--- config.mk ---
export PLATFORM = sky130hd
export DESIGN_NAME = bt_addr_len_engine
export DESIGN_NICKNAME = d
export VERILOG_FILES = /design/src/rtl/bt_pkg.sv /design/src/rtl/bt_nibble_cnt.sv /design/src/rtl/bt_addr_counter.sv /design/src/rtl/bt_len_counter.sv /design/src/rtl/bt_readback_mux.sv /design/src/rtl/bt_addr_len_engine.sv
export SDC_FILE = /design/constraint.sdc
export NUM_CORES = 1
export LEC_CHECK = 0
export ABC_CLOCK_PERIOD_IN_PS = 6100
export BUFFER_PORTS_ARGS = -buffer_cell sky130_fd_sc_hd__buf_2
export CAP_MARGIN = 20
export CORE_MARGIN = 2
export CORE_UTILIZATION = 30
export CTS_CLUSTER_DIAMETER = 50
export DETAILED_ROUTE_END_ITERATION = 6
export HOLD_SLACK_MARGIN = 0.03
export SLEW_MARGIN = 40
export SYNTH_ARGS = -nofsm -noshare
export SYNTH_HDL_FRONTEND = slang
export SYNTH_SLANG_ARGS = --single-unit
export TNS_END_PERCENT = 50
--- constraint.sdc ---
create_clock -name clk -period 6.1 [get_ports clk]
set_input_delay 1.83 -clock clk [delete_from_list [all_inputs] [get_ports clk]]
set_output_delay 1.83 -clock clk [all_outputs]
set_load 0.05 [all_outputs]
--- src/rtl/bt_pkg.sv ---
package bt_pkg;
  localparam int NIB_W = 4;

  typedef enum logic [1:0] {
    SEL_ADDR = 2'd0,
    SEL_LEN  = 2'd1,
    SEL_STAT = 2'd2,
    SEL_ZERO = 2'd3
  } rb_sel_e;

  localparam int STAT_SAT_BIT  = 0;
  localparam int STAT_ZERO_BIT = 1;
endpackage

--- src/rtl/bt_nibble_cnt.sv ---
module bt_nibble_cnt #(
  parameter int W = 4
) (
  input  logic         clk,
  input  logic         rst,
  input  logic         load,
  input  logic [W-1:0] ld_val,
  input  logic         cin,
  output logic [W-1:0] q,
  output logic         cout
);
  always_ff @(posedge clk) begin
    if (rst)       q <= '0;
    else if (load) q <= ld_val;
    else if (cin)  q <= q + 1'b1;
  end

  assign cout = cin & (&q);
endmodule

--- src/rtl/bt_addr_counter.sv ---
module bt_addr_counter #(
  parameter int W     = 16,
  parameter int NIB_W = bt_pkg::NIB_W
) (
  input  logic         clk,
  input  logic         rst,
  input  logic         load,
  input  logic [W-1:0] ld_val,
  input  logic         adv,
  output logic [W-1:0] q,
  output logic         sat_nxt
);
  localparam int NIBS = W / NIB_W;

  logic [NIBS:0]  carry;
  logic [W-1:0]   nxt;

  assign carry[0] = adv;

  for (genvar i = 0; i < NIBS; i++) begin : g_nib
    bt_nibble_cnt #(.W(NIB_W)) u_nib (
      .clk    (clk),
      .rst    (rst),
      .load   (load),
      .ld_val (ld_val[i*NIB_W +: NIB_W]),
      .cin    (carry[i]),
      .q      (q[i*NIB_W +: NIB_W]),
      .cout   (carry[i+1])
    );
  end

  always_comb begin
    if (load)     nxt = ld_val;
    else if (adv) nxt = q + 1'b1;
    else          nxt = q;
  end

  assign sat_nxt = &nxt;

  // one step per unblocked pulse
  a_r4_addr_step: assert property (@(posedge clk) disable iff (rst)
    (adv && !load) |=> (q == $past(q) + 1'b1));

  // parallel load wins
  a_r3_addr_load: assert property (@(posedge clk) disable iff (rst)
    load |=> (q == $past(ld_val)));

  // carry never leaves the top nibble
  a_r8_no_addr_overflow: assert property (@(posedge clk) disable iff (rst)
    !carry[NIBS]);
endmodule

--- src/rtl/bt_len_counter.sv ---
module bt_len_counter #(
  parameter int W = 16
) (
  input  logic         clk,
  input  logic         rst,
  input  logic         load,
  input  logic [W-1:0] ld_val,
  input  logic         dec,
  output logic [W-1:0] q,
  output logic         zero_nxt
);
  logic [W-1:0] nxt;

  always_comb begin
    if (load)     nxt = ld_val;
    else if (dec) nxt = q - 1'b1;
    else          nxt = q;
  end

  always_ff @(posedge clk) begin
    if (rst) q <= '0;
    else     q <= nxt;
  end

  assign zero_nxt = (nxt == '0);

  // one decrement per unblocked pulse
  a_r6_len_step: assert property (@(posedge clk) disable iff (rst)
    (dec && !load) |=> (q == $past(q) - 1'b1));

  // parallel load wins
  a_r5_len_load: assert property (@(posedge clk) disable iff (rst)
    load |=> (q == $past(ld_val)));

  // never decrement from zero
  a_r8_no_len_underflow: assert property (@(posedge clk) disable iff (rst)
    (dec && !load) |-> (q != '0));
endmodule

--- src/rtl/bt_readback_mux.sv ---
module bt_readback_mux #(
  parameter int W = 16
) (
  input  bt_pkg::rb_sel_e sel,
  input  logic [W-1:0]    addr,
  input  logic [W-1:0]    len,
  input  logic            sat,
  input  logic            zero,
  output logic [W-1:0]    word
);
  import bt_pkg::*;

  logic [W-1:0] stat;

  always_comb begin
    stat                = '0;
    stat[STAT_SAT_BIT]  = sat;
    stat[STAT_ZERO_BIT] = zero;
  end

  always_comb begin
    unique case (sel)
      SEL_ADDR: word = addr;
      SEL_LEN:  word = len;
      SEL_STAT: word = stat;
      default:  word = '0;
    endcase
  end
endmodule

--- src/rtl/bt_addr_len_engine.sv ---
module bt_addr_len_engine #(
  parameter int BUS_W = 16,
  parameter int NIB_W = bt_pkg::NIB_W
) (
  input  logic             clk,
  input  logic             rst,
  input  logic [BUS_W-1:1] bus_addr_n_i,
  output logic [BUS_W-1:0] bus_addr_n_o,
  output logic             bus_addr_oe,
  input  logic [BUS_W-1:0] bus_data_n_i,
  output logic [BUS_W-1:0] bus_data_n_o,
  output logic             bus_data_oe,
  input  logic             ld_addr_n,
  input  logic             ld_len_n,
  input  logic             xfer_pulse,
  input  logic             addr_drive,
  input  logic             rd_cycle,
  output logic [BUS_W-2:0] dev_num_o,
  output logic             done
);
  import bt_pkg::*;

  localparam int LEN_W = BUS_W;

  logic [BUS_W-1:0] din;
  logic [BUS_W-1:1] ain;
  logic [BUS_W-1:0] addr_q;
  logic [LEN_W-1:0] len_q;
  logic             adv, ld_a, ld_l;
  logic             sat_nxt, zero_nxt;
  logic [BUS_W-1:0] rb_word;
  rb_sel_e          sel;

  assign din  = ~bus_data_n_i;
  assign ain  = ~bus_addr_n_i;
  assign ld_a = ~ld_addr_n;
  assign ld_l = ~ld_len_n;
  assign adv  = xfer_pulse & ~done;
  assign sel  = rb_sel_e'(ain[2:1]);

  bt_addr_counter #(.W(BUS_W), .NIB_W(NIB_W)) u_addr (
    .clk     (clk),
    .rst     (rst),
    .load    (ld_a),
    .ld_val  (din),
    .adv     (adv),
    .q       (addr_q),
    .sat_nxt (sat_nxt)
  );

  bt_len_counter #(.W(LEN_W)) u_len (
    .clk      (clk),
    .rst      (rst),
    .load     (ld_l),
    .ld_val   (din[LEN_W-1:0]),
    .dec      (adv),
    .q        (len_q),
    .zero_nxt (zero_nxt)
  );

  bt_readback_mux #(.W(BUS_W)) u_mux (
    .sel  (sel),
    .addr (addr_q),
    .len  (len_q),
    .sat  (&addr_q),
    .zero (len_q == '0),
    .word (rb_word)
  );

  always_ff @(posedge clk) begin
    if (rst) begin
      done         <= 1'b1;
      bus_addr_oe  <= 1'b0;
      bus_addr_n_o <= '1;
      bus_data_oe  <= 1'b0;
      bus_data_n_o <= '1;
      dev_num_o    <= '0;
    end else begin
      done         <= sat_nxt | zero_nxt;
      bus_addr_oe  <= addr_drive;
      bus_addr_n_o <= addr_drive ? ~addr_q : '1;
      bus_data_oe  <= rd_cycle;
      bus_data_n_o <= rd_cycle ? ~rb_word : '1;
      dev_num_o    <= ain;
    end
  end

  // terminal flag tracks both register conditions
  a_r7_done_flags: assert property (@(posedge clk) disable iff (rst)
    done == ((&addr_q) || (len_q == '0)));

  // blocked pulses leave both registers alone
  a_r8_hold_when_done: assert property (@(posedge clk) disable iff (rst)
    (done && ld_addr_n && ld_len_n) |=> ($stable(addr_q) && $stable(len_q)));

  // address drive shows the held address
  a_r9_addr_drive: assert property (@(posedge clk) disable iff (rst)
    addr_drive |=> (bus_addr_oe && (bus_addr_n_o == ~$past(addr_q))));

  // idle data bus when no read cycle
  a_r10_data_idle: assert property (@(posedge clk) disable iff (rst)
    !rd_cycle |=> (!bus_data_oe && (bus_data_n_o == '1)));
endmodule

==> results list <==
- Chip Width: 113 um
- Avg Synthesized Cell Area: 9.04 um2
- Clock-pin slew was measured on the worst setup and hold paths at 0.06 ns.
- Share of the clock period used by the worst path after layout: 0.554
- The initial utilization of the core area, before any placement, comes to 0.310.
* GRT Total Usage: 0.155
* Maximum capacitance violations: 0
- Final net count: 514
- The longest clock path from root to sink contains 2 buffers.
* Reg-to-reg startpoint: u_addr.g_nib[1].u_nib.q[0]$_SDFFE_PP0P_
- The worst setup path is captured at a register.
* Maximum number of pins on one net before global-route repair: 52
* Number of CTS-inserted buffers: 9
* Sw Share: 0.296
- Clock latency of the later-clocked register in the worst-skew pair: 0.33 ns
* Simple-gate share of the synthesized area: 0.250
* Clock net sink count: 82
- The initial antenna violation count is 0.
- Of all nets on the critical path, the largest fanout is 7.
- The clock period could shrink to 3.38 ns.
- Dividing the detail-routed wire length by the instance count gives 16.0 um.
* Dpl hpwl: 7.41 mm
- The number of global-route vias before repair is 3,066.
- Length in cells of the worst reg-to-reg path: 7
- Of the total synthesized cell area, the portion taken by XOR and XNOR cells is 0.0687.
- Maximum vdd drop: 122 uV
* Residual DRC: 7
- Summed over all layers, the routed wires come to 9.93 mm.
- Sequential fraction of design power: 0.460
- Data arrives at the worst endpoint at 3.61 ns.
- DRT iter0 DRCs: 269
* Antenna diode count: 0
- After detailed routing, the number of vias per cell comes to 4.99.
- The floorplan has 39 rows.
- Post-synthesis cell area: 3570 um2
- Power per standard cell area: 295 nW/um2
* Final-report max-slew violation count: 0
- The floorplan step set the die height to 113 um.
- Clock root buffer: clkbuf_16
- Synth-to-Final Area Change: 22.7%
- Floorplan die area: 12,800 um2
* Relative slew slack: 0.520
- Final count of hold timing violations: 0
- Ratio of cells with drive above 1 in the final layout: 0.271
- Wire length of the first global-routing pass: 15.6 mm
- After clock tree synthesis, the setup repair step added 0 buffers.
- Setup slack on the worst flop-to-flop path: 3.69 ns
- Final Skew: 0.00571 ns
* Part of the Yosys area used for sequential elements: 0.460
- Of the post-synthesis cell area, the dominant cell type holds 0.460.
- Post-route setup TNS: 0 ns
- For this block, the via count after detailed routing is 3,088.
* Worst setup path start: xfer_pulse
- Counting flops with a built-in enable in the synthesized netlist gives 0.
* Synth Flop Type: dfxtp_1
- The post-synthesis compound-gate area fraction is 0.111.
- # H-tree levels: 3
- In this run the power spent charging and discharging nets is 383 uW.
* Synth Warn #: 0
* Top-level port count: 88
- Of the total power, the clock network draws 0.387.
* Critical path required time: 6.33 ns
- Main combinational cell family by area after synthesis: simple AND/OR/NAND/NOR gates
- Mapped Cells: 395
* Outcome: finished, violations left
* Proportion of synthesized area in mux cells: 0.0596
* Crit Reg-Reg Endpoint: done$_SDFF_PP1_
* First-pass DRT Iterations: 6
- Synth area leader: dfxtp_1
- The core region is 11,500 um2.
- Counting flops and latches in the post-synthesis netlist gives 82.
* Start point of the worst min-delay path: u_addr.g_nib[3].u_nib.q[3]$_SDFFE_PP0P_
- The internal portion of the total power is 911 uW.
- Final weighted congestion in routability-driven placement: 0.895
* LEAKAGE: 0.00170 uW
* Total congestion overflow after global routing: 0
* Final number of setup-violating endpoints: 0
- In the post-synthesis netlist, the cell with the most instances is dfxtp_1.
- Yosys attributes the largest share of cell area to dfxtp_1 (46%), nor2_1 (5.4%), nand2_1 (5.3%).
- Transition time of the tightest slew-check pin: 0.720 ns
* TritonCTS clock tree: done
- Based on the critical path, the design can be clocked at up to 296 MHz.
* Number of I/O port buffers: 87
- On the final layout, the worst hold slack is 0.455 ns.
- In this run, post-CTS hold repair placed 0 buffers.
* Post-cts gate resize count: 0
- Path type of the worst min-delay path: reg -> reg
- Adder-cell share of the synthesized area: 0.0175
* Count of nets left with antenna violations after detail routing: 0
- Startpoint type of the worst setup path: input port
* Violations in the final reports: design-rule violations
- The commonest cells after synthesis are dfxtp_1 (82), nor2_1 (51), nand2_1 (50), nor2b_1 (21).
- The number of nets in the synthesized netlist is 438.
- Worst Setup Path Type: in -> reg
- Count of distinct cell types in the synthesized netlist: 53
- Post-synthesis async set-or-reset flop share: 0
- In this run the worst setup path terminates at done$_SDFF_PP1_.
* RSZ-0062 raised after global routing: no
- Comb power frac: 0.153
## cells in the final DEF, fill, tap and decap left out, types with 13 or more instances in the layout
| cell type | instances |
|---|---|
| buf_2 | 86 |
| dfxtp_1 | 82 |
| nor2_1 | 51 |
| nand2_1 | 50 |
| nor2b_1 | 20 |
| nand3_1 | 16 |
| xnor2_1 | 16 |
| a211oi_1 | 16 |
| mux2_2 | 13 |
## worst min path at each step
stage	to	slack, ns	cells past startpoint
global route	bus_addr_n_o[15]$_SDFF_PP1_	0.47	1
finish	bus_addr_n_o[15]$_SDFF_PP1_	0.46	1
detailed placement	bus_addr_n_o[15]$_SDFF_PP1_	0.45	1
global placement	bus_addr_n_o[15]$_SDFF_PP1_	0.43	1
CTS	bus_addr_n_o[15]$_SDFF_PP1_	0.46	1
floorplan	bus_addr_n_o[15]$_SDFF_PP1_	0.40	1
## metrics by stage
stage	setup slack, ns	power, uW	instance area [um2]	utilization	std cells
3_3_place_gp	2.50	801	4100	0.356	603
5_1_grt	2.63	1350	4380	0.380	619
6_report	2.72	1290	4380	0.380	619
2_1_floorplan	2.84	742	3570	-	395
4_1_cts	2.75	1300	4380	0.380	619
3_5_place_dp	2.41	803	4100	0.356	603
## flip-flops by register name (all words and copies together) (netlist names)
signal and count:
bus_addr_n_o 16, bus_data_n_o 16, u_addr.g_nib.u_nib.q 16, u_len.q 16, dev_num_o 15, bus_addr_oe 1
bus_data_oe 1, done 1
## per-layer routing
metal  global-route usage  wire length (um)  vias up
met3               0.0364               641       12
met4               0.0553               158        0
li1                     -                 -     1522
met2                0.256              4870       98
met1                0.197              4260     1456
met5                    0                 0        -
## critical path, cell delays in order
cell and delay, ns:
buf_2 0.12, nor2b_1 0.40, and2_0 0.43, a221oi_1 0.18, a31oi_4 0.19, nand3_1 0.11, o41ai_2 0.34
## logic make-up after synthesis
group / count (synthesis)
flip-flops: 82
adder cells (fa/ha/maj): 5
buffers and inverters: 31
AO/OA/AOI/OAI: 53
multiplexers: 19
XOR/XNOR: 28
AND/OR/NAND/NOR: 177
## power by group through the flow
stage	logic, uW	clock network, uW	registers, uW
after detailed placement	197	0	606
after floorplan	108	0	635
after global routing	214	533	599
after global placement	194	0	606
final	198	500	595
after CTS	198	512	594
## cell type report
type | instances | area (um2)
Clock buffer | 9 | 225
Clock inverter | 7 | 53.8
Fill cell | 1183 | 7130
Inverter | 9 | 33.8
Multi-Input combinational cell | 282 | 1810
Sequential cell | 82 | 1640
Tap cell | 143 | 179
Timing Repair Buffer | 87 | 438
Note: power is estimated with default switching activity, not from simulation.
